--- config.mk ---
export PLATFORM = sky130hd
export DESIGN_NAME = audio_serial_rx
export DESIGN_NICKNAME = d
export VERILOG_FILES = /design/src/rtl/asr_pkg.sv /design/src/rtl/asr_fsync_det.sv /design/src/rtl/asr_capture.sv /design/src/rtl/asr_wrport.sv /design/src/rtl/audio_serial_rx.sv
export SDC_FILE = /design/constraint.sdc
export NUM_CORES = 1
export LEC_CHECK = 0
export BUFFER_PORTS_ARGS = -buffer_cell sky130_fd_sc_hd__buf_2
export CORE_MARGIN = 4
export CORE_UTILIZATION = 45
export DETAILED_ROUTE_END_ITERATION = 16
export HOLD_SLACK_MARGIN = 0.06
export PLACE_DENSITY = 0.66
export SYNTH_ARGS = -nofsm -noshare
export SYNTH_HDL_FRONTEND = slang
export SYNTH_SLANG_ARGS = --single-unit
--- constraint.sdc ---
create_clock -name clk -period 5 [get_ports clk]
set_input_delay 0.75 -clock clk [delete_from_list [all_inputs] [get_ports clk]]
set_output_delay 0.75 -clock clk [all_outputs]
set_load 0.01 [all_outputs]
--- src/rtl/asr_pkg.sv ---
package asr_pkg;
  localparam int WORD_W = 32;

  typedef enum logic [1:0] {
    FMT_I2S   = 2'd0,
    FMT_LEFT  = 2'd1,
    FMT_RIGHT = 2'd2,
    FMT_RSVD  = 2'd3
  } fmt_e;

  // Sample width in bits for a width code; zero for an unused code.
  function automatic logic [5:0] width_of(input logic [2:0] code);
    case (code)
      3'd0:    return 6'd16;
      3'd1:    return 6'd18;
      3'd2:    return 6'd20;
      3'd3:    return 6'd24;
      3'd4:    return 6'd32;
      default: return 6'd0;
    endcase
  endfunction

  function automatic logic cfg_legal(input fmt_e f, input logic [2:0] code);
    case (f)
      FMT_I2S, FMT_LEFT: return (code == 3'd3) || (code == 3'd4);
      FMT_RIGHT:         return (code <= 3'd4);
      default:           return 1'b0;
    endcase
  endfunction
endpackage

--- src/rtl/asr_fsync_det.sv ---
module asr_fsync_det (
  input  logic clk,
  input  logic rst_n,
  input  logic fsync,
  input  logic msb_delay,
  output logic hf_start,
  output logic hf_level
);
  logic fs_d1_q, fs_d2_q;

  always_ff @(posedge clk or negedge rst_n) begin
    if (!rst_n) begin
      fs_d1_q <= 1'b0;
      fs_d2_q <= 1'b0;
    end else begin
      fs_d1_q <= fsync;
      fs_d2_q <= fs_d1_q;
    end
  end

  // Delayed framing looks at the transition one bit clock later.
  always_comb begin
    if (msb_delay) begin
      hf_start = fs_d1_q ^ fs_d2_q;
      hf_level = fs_d1_q;
    end else begin
      hf_start = fsync ^ fs_d1_q;
      hf_level = fsync;
    end
  end
endmodule

--- src/rtl/asr_capture.sv ---
module asr_capture #(
  parameter int DW = 32,
  localparam int CW = $clog2(DW)
) (
  input  logic          clk,
  input  logic          rst_n,
  input  logic          run,
  input  logic          hf_start,
  input  logic          hf_level,
  input  logic          left_lvl,
  input  logic          rjust,
  input  logic [CW:0]   width,
  input  logic          sdata,
  output logic          emit,
  output logic [DW-1:0] word,
  output logic          chan
);
  localparam logic [CW:0]   DW_L   = DW[CW:0];
  localparam logic [CW-1:0] LAST_P = CW'(DW - 1);
  localparam logic [CW-1:0] ONE_P  = CW'(1);

  logic [CW-1:0] cnt_q, cnt_n, pos;
  logic          locked_q, locked_n;
  logic          chan_q, chan_n;
  logic [DW-1:0] sh_q, sh_n;
  logic          active, capt, last;
  logic [CW:0]   shamt;

  always_comb begin
    pos    = hf_start ? '0 : cnt_q;
    active = hf_start | locked_q;
    capt   = rjust ? ({1'b0, pos} >= (DW_L - width)) : ({1'b0, pos} < width);
    last   = active && (pos == LAST_P);
    sh_n   = (active && capt) ? {sh_q[DW-2:0], sdata} : sh_q;
    cnt_n  = active ? pos + ONE_P : cnt_q;
    chan_n = hf_start ? (hf_level != left_lvl) : chan_q;
    if (!run)          locked_n = 1'b0;
    else if (hf_start) locked_n = 1'b1;
    else if (last)     locked_n = 1'b0;
    else               locked_n = locked_q;
    shamt  = DW_L - width;
    emit   = last & run;
    word   = sh_n << shamt;
    chan   = chan_n;
  end

  always_ff @(posedge clk or negedge rst_n) begin
    if (!rst_n) begin
      cnt_q    <= '0;
      locked_q <= 1'b0;
      chan_q   <= 1'b0;
      sh_q     <= '0;
    end else begin
      cnt_q    <= cnt_n;
      locked_q <= locked_n;
      chan_q   <= chan_n;
      sh_q     <= sh_n;
    end
  end

  // a completed half-frame leaves the receiver waiting for a new transition
  p_relock_after_end_r1: assert property (@(posedge clk) disable iff (!rst_n)
    (last && !hf_start) |=> !locked_q);
  // a transition restarts bit counting at slot one
  p_start_counts_r1: assert property (@(posedge clk) disable iff (!rst_n)
    hf_start |=> (cnt_q == ONE_P));
endmodule

--- src/rtl/asr_wrport.sv ---
module asr_wrport #(
  parameter int DW = 32
) (
  input  logic          clk,
  input  logic          rst_n,
  input  logic          emit,
  input  logic [DW-1:0] word,
  input  logic          chan,
  input  logic          fifo_full,
  input  logic          ovf_clr,
  output logic          wr_en,
  output logic [DW-1:0] wr_data,
  output logic          wr_chan,
  output logic          ovf
);
  logic          wr_en_q, wr_en_n, chan_q, chan_n, ovf_q, ovf_n;
  logic [DW-1:0] data_q, data_n;
  logic          drop;

  always_comb begin
    drop    = emit & fifo_full;
    wr_en_n = emit & ~fifo_full;
    data_n  = wr_en_n ? word : data_q;
    chan_n  = wr_en_n ? chan : chan_q;
    ovf_n   = drop | (ovf_q & ~ovf_clr);
  end

  always_ff @(posedge clk or negedge rst_n) begin
    if (!rst_n) begin
      wr_en_q <= 1'b0;
      data_q  <= '0;
      chan_q  <= 1'b0;
      ovf_q   <= 1'b0;
    end else begin
      wr_en_q <= wr_en_n;
      data_q  <= data_n;
      chan_q  <= chan_n;
      ovf_q   <= ovf_n;
    end
  end

  assign wr_en   = wr_en_q;
  assign wr_data = data_q;
  assign wr_chan = chan_q;
  assign ovf     = ovf_q;

  p_drop_when_full_r7: assert property (@(posedge clk) disable iff (!rst_n)
    (emit && fifo_full) |=> (!wr_en && ovf));
  p_ovf_sticky_r8: assert property (@(posedge clk) disable iff (!rst_n)
    (ovf && !ovf_clr) |=> ovf);
  p_wr_single_pulse_r6: assert property (@(posedge clk) disable iff (!rst_n)
    wr_en |=> !wr_en);
endmodule

--- src/rtl/audio_serial_rx.sv ---
module audio_serial_rx
  import asr_pkg::*;
#(
  parameter int DW = WORD_W,
  localparam int CW = $clog2(DW)
) (
  input  logic          clk,
  input  logic          rst_n,
  input  logic          fsync,
  input  logic          sdata,
  input  logic [1:0]    fmt,
  input  logic [2:0]    wsel,
  input  logic          fifo_full,
  input  logic          ovf_clr,
  output logic          wr_en,
  output logic [DW-1:0] wr_data,
  output logic          wr_chan,
  output logic          ovf,
  output logic          cfg_err
);
  fmt_e        f;
  logic        legal, msb_delay, left_lvl, rjust;
  logic [CW:0] width;
  logic        hf_start, hf_level, emit, chan;
  logic [DW-1:0] word;
  logic        cfg_err_q;

  always_comb begin
    f         = fmt_e'(fmt);
    legal     = cfg_legal(f, wsel);
    width     = (CW + 1)'(width_of(wsel));
    msb_delay = (f == FMT_I2S);
    left_lvl  = (f != FMT_I2S);
    rjust     = (f == FMT_RIGHT);
  end

  always_ff @(posedge clk or negedge rst_n) begin
    if (!rst_n) cfg_err_q <= 1'b0;
    else        cfg_err_q <= ~legal;
  end
  assign cfg_err = cfg_err_q;

  asr_fsync_det u_det (
    .clk(clk), .rst_n(rst_n), .fsync(fsync), .msb_delay(msb_delay),
    .hf_start(hf_start), .hf_level(hf_level)
  );

  asr_capture #(.DW(DW)) u_cap (
    .clk(clk), .rst_n(rst_n), .run(legal), .hf_start(hf_start),
    .hf_level(hf_level), .left_lvl(left_lvl), .rjust(rjust), .width(width),
    .sdata(sdata), .emit(emit), .word(word), .chan(chan)
  );

  asr_wrport #(.DW(DW)) u_wr (
    .clk(clk), .rst_n(rst_n), .emit(emit), .word(word), .chan(chan),
    .fifo_full(fifo_full), .ovf_clr(ovf_clr), .wr_en(wr_en),
    .wr_data(wr_data), .wr_chan(wr_chan), .ovf(ovf)
  );

  p_idle_on_cfg_err_r9: assert property (@(posedge clk) disable iff (!rst_n)
    cfg_err |-> !wr_en);
endmodule

; Word-level counts from Yosys, hierarchy flattened
; Index checks and enable logic that the tools add are counted.
[word_totals]
in_bits = 11
ff_bits = 77
output_inout_bits = 36
[op_classes]
shift = 1
n_lt_le_gt_ge = 3
bitwise = 11
n_eq_ne = 9
n_mux = 11
add_sub_neg = 2
reduce_logical = 7
[op_table]
columns = operator, count
row1 = $mux 32, 1
row2 = $shl 32x6->32, 1
row3 = $pmux 6 s5, 1
row4 = $mux 1, 7
row5 = $eq 3x2->1 const B, 2
row6 = $ge 5x6->1, 1
row7 = $lt 5x6->1, 1
row8 = $sub 6x6->6 const A, 1
row9 = $add 5x1->5 const B, 1
row10 = $eq 5x5->1 const B, 1
row11 = $mux 5, 1
row12 = $and 1x1->1, 4
row13 = $eq 3x1->1 const B, 1
row14 = $eq 3x3->1 const B, 1
row15 = $le 3x3->1 const B, 1
row16 = $logic_not 3->1, 1
row17 = $ne 3x1->1 const B, 1
row18 = $not 1->1, 3
row19 = $eq 2x1->1 const B, 1
row20 = $eq 2x2->1 const B, 1
row21 = $logic_and 1x1->1, 2
row22 = $logic_not 2->1, 1
row23 = $or 1x1->1, 2
row24 = $pmux 1 s2, 1
row25 = 5 further kinds, 6

; Logic depth before layout (Yosys ltp)
; Gate-level depths: netlist of the first run.
[depth]
word_depth = 8
mapped_depth = 25
ltp_nobuf = 17

; Hierarchy
; A second synthesis of the first run with hierarchy kept.
[unflattened]
hier_cells = 666
hier_area_um2 = 5999.5
[modules_own_cells]
columns = module, instances, area_per_inst_um2, cells_each, seq_area_each_um2
row1 = asr_capture, 1, 4341.7, 570, 975.9
row2 = asr_wrport, 1, 1453.9, 76, 875.8
row3 = audio_serial_rx, 1, 123.9, 15, 25.0
row4 = asr_fsync_det, 1, 80.1, 5, 50.0

; Least setup slack after synthesis of the first run
; Ideal clock, no wire load.
[synth_path]
path_type = input -> register
start = input port wsel[0]
end = register u_wr.data_q[27] (netlist: u_wr.wr_data[27])
arrival_time_ns = 5.663
cell_stages = 23
path_slack_ns = -0.797
path_cell_list = buf_2 inv_1 nor3_1 inv_1 buf_2 clkbuf_1 clkbuf_1 ha_1 clkbuf_1 inv_1 clkbuf_1 clkbuf_1 ha_1 nor2b_1 o31a_1 o31a_2 a21oi_4 nor2_4 buf_6 mux2_4 mux4_2 a22oi_1 o211ai_1
[synth_between]
elab_chain_cells = 8
elab_cells_between_ends = 18
cone_classes = add/sub: 1 / order compare: 3 / eq/ne: 4 / shift: 1 / mux: 4 / bitwise: 2 / reduce/logical: 3
[synth_rtl]
columns = element, line_no
row1 = start: declaration, audio_serial_rx.sv:12  ; input logic [2:0] wsel,
row2 = $eq 3x3->1 (tied with other cells), asr_pkg.sv:13  ; case (code)
row3 = $pmux 6 s5 *, asr_pkg.sv:13
row4 = $sub 6x6->6, asr_capture.sv:32  ; capt = rjust ? ({1'b0, pos} >= (DW_L - width)) : ({1'b0, pos} < width);
row5 = $ge 5x6->1, asr_capture.sv:32
row6 = $mux 1 *, asr_capture.sv:32
row7 = $logic_and 1x1->1 *, asr_capture.sv:34  ; sh_n = (active && capt) ? {sh_q[DW-2:0], sdata} : sh_q;
row8 = $mux 32 *, asr_capture.sv:34
row9 = via u_cap.sh_n[27], asr_capture.sv:25  ; logic [DW-1:0] sh_q, sh_n;
row10 = $shl 32x6->32 *, asr_capture.sv:43  ; word = sh_n << shamt;
row11 = end signal: assignment, asr_wrport.sv:36  ; data_q <= data_n;
row12 = end: declaration, asr_wrport.sv:17  ; logic [DW-1:0] data_q, data_n;
; Mark *: on every way through the listed nets, which the timed path passes. The rest lies on a longest branch.
; A chain may end at the register's enable or synchronous reset.

; Worst setup path in the final report of the first run
[layout_path]
start = input port wsel[0]
end = register u_wr.data_q[25] (netlist: u_wr.wr_data[25])
; Same word-level chain as after synthesis.

==> summary.txt, run 1 <==
Layout area overhead - 12.5%
setup TNS - 0 ns
post-layout util - 51.6%
Antenna Cells - 0
status - finished clean
Layout fillers - 1,132
min-delay src - u_det.fs_d1_q
Slew @ Worst Pin - 1.17 ns
CTS tree - built
Yosys warning total - 0
flops & latches, synth - 77
Reg power frac - 34.4%
Clock power frac - 22.5%
syn_area_per_cell - 8.77 µm²
sw frac - 43.6%
Setup Skew - 0.0104 ns
worst-case clock buffer depth - 2
CP required - 5.20 ns
unique cell type count in the Yosys netlist - 77
FFs w/ async S/R, synth - 100%
latest clock arrival within the worst-skew pair - 0.35 ns
starting DRC count in detailed routing - 547
Synth area leaders - dfrtp_1, nor2_1, mux2_2, nand2_1, mux2i_1
sequential area share after synthesis - 35.0%
combinational cell fraction of total power - 43.2%
# rows - 40
Post-synth EDFFs - 0
critical path cell sequence - buf_2, inv_1, nor3_4, inv_2, ha_4, xor2_2, clkinv_2, ha_1, o21a_1, o31a_1, o31a_2, a21oi_4, nor2_4, mux2_2, a31o_1, a2111oi_1, o211ai_1
wire length of the first global-routing pass - 29,500 µm
cell count of the worst hold path - 0
nets - 679
total I/O pin count - 47
switching pwr - 1200 µW
crit path max fanout - 23
largest net degree at the start of global routing - 78
Reg2Reg Depth - 13
TritonCTS Buffers - 9
critical path endpoint category - register
internal power - 1560 µW
# hold bufs at CTS - 0
Setup Fix Bufs, Post-CTS - 0
Hold Path End - u_det.fs_d2_q
Crit Path Category - in -> reg
Mapped Nets - 649
Die Ht - 119 µm
Top delay family on crit path - compound AO/OA/AOI/OAI gates
PostCTS Resize Cnt - 0
Final setup viols - 0
final WL - 18,200 µm
final hold vios - 0
Yosys top cell area share - 35.0%
H-tree depth - 3
CP max stage delay - 0.60 ns
DR vias/cell - 6.82
reg-to-reg startpoint - u_det.fs_d1_q
Synth Flop Type - dfrtp_1
initial antenna violation count - 0
Die W - 119 µm
DP Wirelength - 13,000 µm
Reg clk slew, reported paths - 0.06 ns
IO buf count - 46
wire per inst - 22.5 µm
Hold Crit Class - reg -> reg
core area - 12,000 µm²
die footprint - 14,100 µm²
gr ovfl total - 0
CP arrival - 4.82 ns
slowest cell on the critical path - nor2_4
Crit path depth - 17
initial core utilization - 45.9%
max_cap viols - 0
FMAX - 216 MHz
drt drc - 0
P_leak - 0.00274 µW
most common cell after layout, fill and taps aside - dfrtp_1
vias in the first global route - 5,324
GPL Wtd Cong - 0.928
Max-Slew Margin vs Limit - 21.3%
clk sink count - 77
Clock Root Buffer - clkbuf_16
FF-to-FF End - u_wr.wr_data[25]
Pwr Density - 446 nW/µm²
Final min period - 4.62 ns
Synth Instances - 628
Final ANT Viol Nets - 0
worst ir drop on vdd - 335 µV
CP Launch Type - input pin
flop-to-flop setup slack - 0.45 ns
WP buf/inv - 4
most frequent cells in the layout - dfrtp_1, nor2_1, nand2_1
Via Count - 5,523
final period utilization - 92.4%
DRT Pass-1 Iters - 5
fraction of layout cells with a size suffix above 1 - 20.7%
Pins Over Slew Limit - 0
RSZ-0062 raised after global routing - false
Tot GR Track Use - 26.4%
Cell Area, Synth - 5510 µm²
area leader, netlist - dfrtp_1
metrics by stage:
step           hold slack (ns)  instances  setup slack, ns  total power (µW)  instance area (µm²)
2_1_floorplan            0.422        628          0.00374              1730                 5630
3_3_place_gp             0.449        794            0.346              2080                 5920
3_5_place_dp             0.466        794            0.167              2100                 5920
4_1_cts                  0.482        810            0.492              2740                 6200
5_1_grt                  0.517        810            0.174              2920                 6200
6_report                 0.477        810            0.381              2760                 6200
cell families after synthesis:
kind of cell	synth area share [%]
adders and majority gates	2.45
AOI/OAI and AO/OA	25.6
xor gates and xnor gates	0.636
DFF	35.0
and+or+nand+nor	21.3
muxes	9.86
buffers and inverters	5.16
flip-flops by register name, summed over array words and instances, names as in the netlist:
name and cells:
u_cap.sh_q 32, u_wr.wr_data 32, u_cap.cnt_q 5, cfg_err 1, u_cap.chan_q 1, u_cap.locked_q 1
u_det.fs_d1_q 1, u_det.fs_d2_q 1, u_wr.ovf 1, u_wr.wr_chan 1, u_wr.wr_en 1
synth_stat cells, drive strengths merged, types with 6 or more instances:
cell and count:
nor2 70, dfrtp 77, o22ai 7, and2 6
o211a 6, and4 6, mux2 23, nand2b 11
nand3 25, nand2 64, a21oi 16, a22oi 18
o31ai 9, inv 14, ha 10, nor4 12
nor3 11, mux2i 19, o211ai 22, clkbuf 26
and3 10, o21ai 34, a22o 9, a31oi 15
a211oi 13, nand4 6, buf 22
per-layer routing:
| metal | wire, µm | global-route usage, % | share of wire (%) |
|---|---|---|---|
| met5 | 0 | 0 | 0 |
| met3 | 1620 | 5.74 | 8.9 |
| met2 | 8110 | 39.3 | 44 |
| met4 | 711 | 12.2 | 3.9 |
| met1 | 7800 | 36.6 | 43 |
worst max-delay path by stage:
stage	from	endpoint	slack, ns
floorplan	wsel[2]	u_wr.wr_data[27]	0.004
global placement	wsel[0]	u_wr.wr_data[25]	0.35
detailed placement	wsel[0]	u_wr.wr_data[25]	0.17
CTS	wsel[0]	u_wr.wr_data[25]	0.49
global route	wsel[2]	u_wr.wr_data[25]	0.17
finish	wsel[0]	u_wr.wr_data[25]	0.38
layout make-up:
class / instances / area [µm²] / share of cell area, %
multi-input combinational: 488 / 3340 / 54.0
sequential: 77 / 1930 / 31.1
timing repair buffer: 67 / 403 / 6.50
clock buffer: 10 / 239 / 3.86
tap: 147 / 184 / 2.97
inverter: 15 / 60.1 / 0.969
clock inverter: 6 / 38.8 / 0.626
power by group through the flow:
stage               combinational [µW]  sequential (µW)  clock, µW
floorplan                          852              875          0
global placement                  1130              950          0
detailed placement                1150              950          0
CTS                               1160              941        636
global route                      1290              964        662
finish                            1190              949        621
(Power assumes the default switching activity.)
==> inputs of run 2 (changes only) <==
--- a/config.mk
+++ b/config.mk
@@ -5,6 +5,7 @@
 export SDC_FILE = /design/constraint.sdc
 export NUM_CORES = 1
 export LEC_CHECK = 0
+export ABC_AREA = 1
 export BUFFER_PORTS_ARGS = -buffer_cell sky130_fd_sc_hd__buf_2
 export CORE_MARGIN = 4
 export CORE_UTILIZATION = 45
==> summary.txt, run 2 <==
status - finished clean
wire length of the first global-routing pass - 23,400 µm (-21%)
CP required - 5.31 ns (+0.11 ns)
# hold bufs at CTS - 0 (unchanged)
critical path endpoint category - register
xor and xnor area share after synthesis - 0.359% (-0.28 points)
area leader, netlist - dfrtp_1
final hold vios - 0 (unchanged)
top cells by count, synth - nand3_1, nand2_1, dfrtp_1
placed cells - 851 (+7.2%)
initial core utilization - 46.7% (+0.82 points)
Slew @ Worst Pin - 0.995 ns (-0.176 ns)
GPL Wtd Cong - 0.974 (+5.0%)
DR vias/cell - 5.59 (-18%)
clk sink count - 77 (unchanged)
PostCTS Resize Cnt - 0 (unchanged)
Hold Crit Class - reg -> reg
core area - 10,500 µm² (-13%)
Final min period - 3.80 ns (-0.815 ns)
H-tree depth - 3 (unchanged)
min-delay src - u_det.fs_d1_q
Final setup viols - 0 (unchanged)
syn_area_per_cell - 7.00 µm² (-20%)
main combinational cell family by area after synthesis - simple AND/OR/NAND/NOR gates
Final ANT Viol Nets - 0 (unchanged)
Reg power frac - 37.6% (+3.2 points)
multi-input gate area in the final layout - 2450 µm² (-27%)
unique cell type count in the Yosys netlist - 31 (-60%)
CTS tree - built
most common cell after layout, fill and taps aside - nand3_1
Layout fillers - 1,080 (-4.6%)
final non-filler cell total - 867 (+7.0%)
Reg clk slew, reported paths - 0.09 ns (+0.03 ns)
die footprint - 12,600 µm² (-11%)
combinational cell fraction of total power - 40.6% (-2.6 points)
vias in the first global route - 4,517 (-15%)
Tot GR Track Use - 22.9% (-3.5 points)
FMAX - 263 MHz (+21%)
met2 track demand over resource - 34.2% (-5.1 points)
top-count cell post-synth - nand3_1
Crit Path Category - in -> reg
IO buf count - 46 (unchanged)
Pins Over Slew Limit - 0 (unchanged)
M3 GR Usage - 5.34% (-0.40 points)
most frequent cells in the layout - nand3_1, nand2_1, dfrtp_1
starting DRC count in detailed routing - 476 (-13%)
worst-case clock buffer depth - 2 (unchanged)
Post-Synth Simple-Gate Area - 43.2% (+22 points)
setup TNS - 0 ns (unchanged)
Post-synth EDFFs - 0 (unchanged)
gr ovfl total - 0 (unchanged)
Clock power frac - 21.8% (-0.7 points)
crit path max fanout - 36 (+57%)
Clock Root Buffer - clkbuf_8
worst ir drop on vdd - 134 µV (-60%)
final WL - 14,000 µm (-23%)
internal power - 1170 µW (-25%)
Mapped Nets - 719 (+11%)
adder-cell area share of the yosys netlist - 2.56% (+0.11 points)
P_leak - 0.00298 µW (+8.8%)
# rows - 37 (-7.5%)
RSZ-0062 raised after global routing - false
FFs w/ async S/R, synth - 100% (unchanged)
Cell Area, Synth - 4880 µm² (-11%)
post-layout util - 51.0% (-0.63 points)
wire per inst - 16.2 µm (-28%)
Synth area leaders - dfrtp_1, nand3_1, nand2_1, inv_1, ha_1
total I/O pin count - 47 (unchanged)
flops & latches, synth - 77 (unchanged)
nets - 747 (+10%)
Yosys warning total - 0 (unchanged)
Yosys top cell area share - 39.4% (+4.5 points)
max_cap viols - 0 (unchanged)
latest clock arrival within the worst-skew pair - 0.38 ns (+0.03 ns)
initial antenna violation count - 0 (unchanged)
GR peak layer - met2
drt drc - 0 (unchanged)
mux contribution to synthesized area - 0% (-9.9 points)
reg-to-reg startpoint - u_det.fs_d2_q
TritonCTS Buffers - 9 (unchanged)
final period utilization - 76.1% (-16 points)
switching pwr - 905 µW (-25%)
M1 GR Usage - 32.7% (-4.0 points)
DP Wirelength - 9910 µm (-24%)
CP Launch Type - input pin
Setup Skew - 0.0150 ns (+0.00451 ns)
fraction of layout cells with a size suffix above 1 - 14.8% (-5.9 points)
Antenna Cells - 0 (unchanged)
DRT Pass-1 Iters - 6 (+1)
Pwr Density - 389 nW/µm² (-13%)
Die Ht - 112 µm (-5.4%)
cell count of the worst hold path - 0 (unchanged)
Via Count - 4,845 (-12%)
Synth Flop Type - dfrtp_1
CP startpoint - wsel[2]
Synth Instances - 698 (+11%)
CP arrival - 4.12 ns (-0.70 ns)
Compound-Gate Fraction of Synth Area - 3.92% (-22 points)
Setup Fix Bufs, Post-CTS - 0 (unchanged)
Die W - 112 µm (-5.4%)
sequential area share after synthesis - 39.4% (+4.5 points)
largest net degree at the start of global routing - 78 (unchanged)
Layout area overhead - 9.14%
Max-Slew Margin vs Limit - 33.7% (+12 points)
Reg2Reg Depth - 21 (+8)
Sequential cell area - 1930 µm² (unchanged)
sw frac - 43.6% (about the same)
## run 2: changes by cell type after synthesis, sizes merged, moves of 18 or more
cell and change:
a22oi -18, mux2 -23, mux2i -19, inv +68, nand2 +151, o211ai -22, nand3 +190, nor2 -56
## run 2: area by class of cell
class                           instances  area share [%]
Sequential cell                        77            36.1
Clock buffer                            9            2.32
Multi-Input combinational cell        502            46.0
Inverter                               82            5.82
Tap cell                              136            3.19
Clock inverter                          7            1.03
Timing Repair Buffer                   54            5.49
## run 2: worst max-delay path, cell delays in order
cell     delay [ns]
buf_2          0.16
nor3_4         0.21
inv_2          0.05
ha_1           0.22
xor2_1         0.22
inv_2          0.06
ha_1           0.30
nand2_1        0.07
o21ai_0        0.14
a21oi_1        0.08
nand2_1        0.08
nand2_2        0.06
nand2_4        0.32
nand2_4        0.34
nand2_1        0.21
nand2_1        0.09
nand2_1        0.08
nand3_1        0.10
a21oi_1        0.34
o21ai_1        0.14
nand2_1        0.07
## run 2: power groups by stage
stage               registers, µW  clock network, µW  logic, µW
floorplan                     780                  0        633
global placement              788                  0        815
detailed placement            794                  0        826
CTS                           781                461        829
global route                  794                491        959
finish                        780                453        843
## run 2: stage by stage
stage / setup slack (ns) / power [µW] / area [µm²] / hold WS, ns
final: 1.20 / 2080 / 5330 / 0.444
after global routing: 0.934 / 2240 / 5330 / 0.468
after CTS: 1.20 / 2070 / 5330 / 0.450
after detailed placement: 0.824 / 1620 / 5150 / 0.421
after global placement: 0.867 / 1600 / 5150 / 0.412
after floorplan: 0.854 / 1410 / 4880 / 0.393
## run 2: kinds of logic after synthesis
group                    Yosys count
AO/OA/AOI/OAI                     34
buffers and inverters            119
flip-flops                        77
AND/OR/NAND/NOR                  456
XOR/XNOR                           2
adder cells (fa/ha/maj)           10
## run 2: path summary, 6_finish.rpt
kind,endpoint,slack [ns]
hold reg to reg,u_det.fs_d2_q,0.44
min in group asynchronous,u_cap.sh_q[31],0.54
hold / removal,u_det.fs_d2_q,0.44
setup reg to reg,u_wr.wr_data[18],1.57
setup / recovery,u_wr.wr_data[18],1.20
max in group asynchronous,u_wr.wr_data[2],3.81
## run 2: routing by layer
metal  up-vias  wire length (µm)
li1       2328                 -
met1      2281              6320
met2       204              6070
met3        32              1250
met4         0               384
met5         -                 0
==> inputs of run 3 (changes only) <==
==> constraint.sdc (replaced) <==
create_clock -name clk -period 3.87 [get_ports clk]
set_input_delay 0.5805 -clock clk [delete_from_list [all_inputs] [get_ports clk]]
set_output_delay 0.5805 -clock clk [all_outputs]
set_load 0.01 [all_outputs]
==> summary.txt, run 3 (synthesis gave the netlist of run 2 again) <==
status - finished clean
critical path endpoint category - register
Setup Fix Bufs, Post-CTS - 0 (unchanged)
Antenna Cells - 0 (unchanged)
nets - 749 (+0.27%)
wire length of the first global-routing pass - 22,900 µm (-1.9%)
most frequent cells in the layout - nand3_1, nand2_1, dfrtp_1
CP required - 4.13 ns (-1.18 ns)
Tot GR Track Use - 22.3% (-0.67 points)
H-tree depth - 3 (unchanged)
Die Ht - 112 µm (unchanged)
Max-Slew Margin vs Limit - 34.9% (+1.2 points)
M3 GR Usage - 4.20% (-1.1 points)
multi-input gate area in the final layout - 2460 µm² (+0.31%)
RSZ-0062 raised after global routing - false
setup TNS - 0 ns (unchanged)
DP Wirelength - 9570 µm (-3.3%)
# hold bufs at CTS - 0 (unchanged)
max_cap viols - 0 (unchanged)
most common cell after layout, fill and taps aside - nand3_1
Clock power frac - 25.1% (+3.3 points)
critical path cell sequence - buf_2, nor3_4, inv_2, ha_1, xor2_2, inv_2, ha_1, nand2_1, o21ai_0, a21oi_1, nand2_1, nand2_2, nand2_4, buf_4, nand3_1, nand2_1, nand2_1, nand2_1, nand2_1, nand3_1, nand2_1, nand2_1, nand2_1
CTS tree - built
Pwr Density - 514 nW/µm² (+32%)
final WL - 13,600 µm (-2.7%)
core area - 10,500 µm² (unchanged)
final hold vios - 0 (unchanged)
Final Instance Area - 5400 µm² (+1.2%)
final non-filler cell total - 869 (+0.23%)
placed cells - 853 (+0.24%)
final period utilization - 91.3%
Reg power frac - 36.2% (-1.4 points)
CP max stage delay - 0.36 ns (+0.02 ns)
CP arrival - 3.80 ns (-0.32 ns)
Post-DP Area - 5170 µm² (+0.44%)
wire per inst - 15.7 µm (-2.9%)
DRT Pass-1 Iters - 6 (unchanged)
initial antenna violation count - 0 (unchanged)
total I/O pin count - 47 (unchanged)
clk sink count - 77 (unchanged)
P_leak - 0.00301 µW (+1.2%)
TritonCTS Buffers - 9 (unchanged)
worst ir drop on vdd - 258 µV (+93%)
IO buf count - 46 (unchanged)
Sequential cell area - 1930 µm² (unchanged)
fraction of layout cells with a size suffix above 1 - 15.1% (+0.37 points)
FMAX - 283 MHz
PostCTS Resize Cnt - 0 (unchanged)
latest clock arrival within the worst-skew pair - 0.37 ns (about the same)
Clock Root Buffer - clkbuf_8
switching pwr - 1130 µW (+25%)
met2 track demand over resource - 35.0% (+0.75 points)
Layout area overhead - 10.5%
Final min period - 3.53 ns
GPL Wtd Cong - 0.922 (-5.4%)
vias in the first global route - 4,555 (+0.84%)
Die W - 112 µm (unchanged)
starting DRC count in detailed routing - 545 (+14%)
Final setup viols - 0 (unchanged)
Top cell by count, worst path - nand2_1
DR vias/cell - 5.51 (-1.4%)
largest net degree at the start of global routing - 78 (unchanged)
# rows - 37 (unchanged)
Setup Skew - 0.0136 ns (-0.00132 ns)
die footprint - 12,600 µm² (unchanged)
Top delay family on crit path - simple AND/OR/NAND/NOR gates
internal power - 1640 µW (+40%)
sw frac - 40.8% (-2.8 points)
initial core utilization - 46.7% (unchanged)
Slew @ Worst Pin - 0.977 ns (-0.0173 ns)
slowest cell on the critical path - buf_4
drt drc - 0 (unchanged)
crit path max fanout - 32 (-11%)
Via Count - 4,787 (-1.2%)
Hold Crit Class - in -> reg
WP buf/inv - 4 (+1)
M1 GR Usage - 31.8% (-0.90 points)
Final ANT Viol Nets - 0 (unchanged)
Reg clk slew, reported paths - 0.09 ns (about the same)
Pins Over Slew Limit - 0 (unchanged)
GR peak layer - met2
Crit Path Category - in -> reg
combinational cell fraction of total power - 38.7% (-1.9 points)
CP Launch Type - input pin
worst-case clock buffer depth - 2 (unchanged)
gr ovfl total - 0 (unchanged)
Layout fillers - 1,091 (+1.0%)
[run 3: final cells by class]
cell class	count	share of cell area [%]
clock inverter	7	1.83
multi-input combinational	502	45.6
inverter	82	5.75
sequential	77	35.7
timing repair buffer	56	5.70
clock buffer	9	2.29
tap	136	3.15
[run 3: worst paths after layout]
kind,from,to,slack (ns),depth (start not counted)
max in group asynchronous,rst_n,u_wr.ovf,2.88,1
min in group asynchronous,rst_n,u_cap.sh_q[31],0.37,1
setup / recovery,wsel[2],u_wr.wr_data[15],0.34,23
hold reg to reg,u_det.fs_d1_q,u_det.fs_d2_q,0.43,0
hold / removal,fsync,u_det.fs_d1_q,0.35,1
setup reg to reg,u_det.fs_d2_q,u_wr.wr_data[15],0.56,23
[run 3: routing by layer]
layer,vias up,part of all wire (%)
met5,-,0
met4,0,1.8
met3,25,6.2
met2,174,45
met1,2256,47
li1,2332,-
[run 3: through the flow]
step           utilization [%]  total power, µW  hold slack (ns)  setup WS [ns]
2_1_floorplan                -             1830            0.285         0.0483
3_3_place_gp              49.5             2060            0.407          0.157
3_5_place_dp              49.5             2080            0.409         0.0248
4_1_cts                   51.6             2770            0.336          0.412
5_1_grt                   51.6             3000            0.335          0.107
6_report                  51.6             2770            0.345          0.337
[run 3: worst reg2reg max path, stage by stage (launching register included)]
cell and delay (ns):
dfrtp_1 0.38, nand2_2 0.08, nand3_2 0.10, nand2_2 0.17
inv_1 0.06, nand2_1 0.07, inv_1 0.08, ha_1 0.30
nand2_1 0.07, o21ai_0 0.20, a21oi_1 0.09, nand2_1 0.09
nand2_2 0.06, nand2_4 0.07, buf_4 0.36, nand3_1 0.22
nand2_1 0.14, nand2_1 0.10, nand2_1 0.15, nand2_1 0.06
nand3_1 0.12, nand2_1 0.09, nand2_1 0.10, nand2_1 0.06
[run 3: power groups by stage]
stage | logic (µW) | clock network [µW] | registers [µW]
after floorplan | 819 | 0 | 1010
after global placement | 1040 | 0 | 1020
after detailed placement | 1060 | 0 | 1020
after CTS | 1060 | 710 | 1000
after global routing | 1220 | 757 | 1020
final | 1070 | 697 | 1000
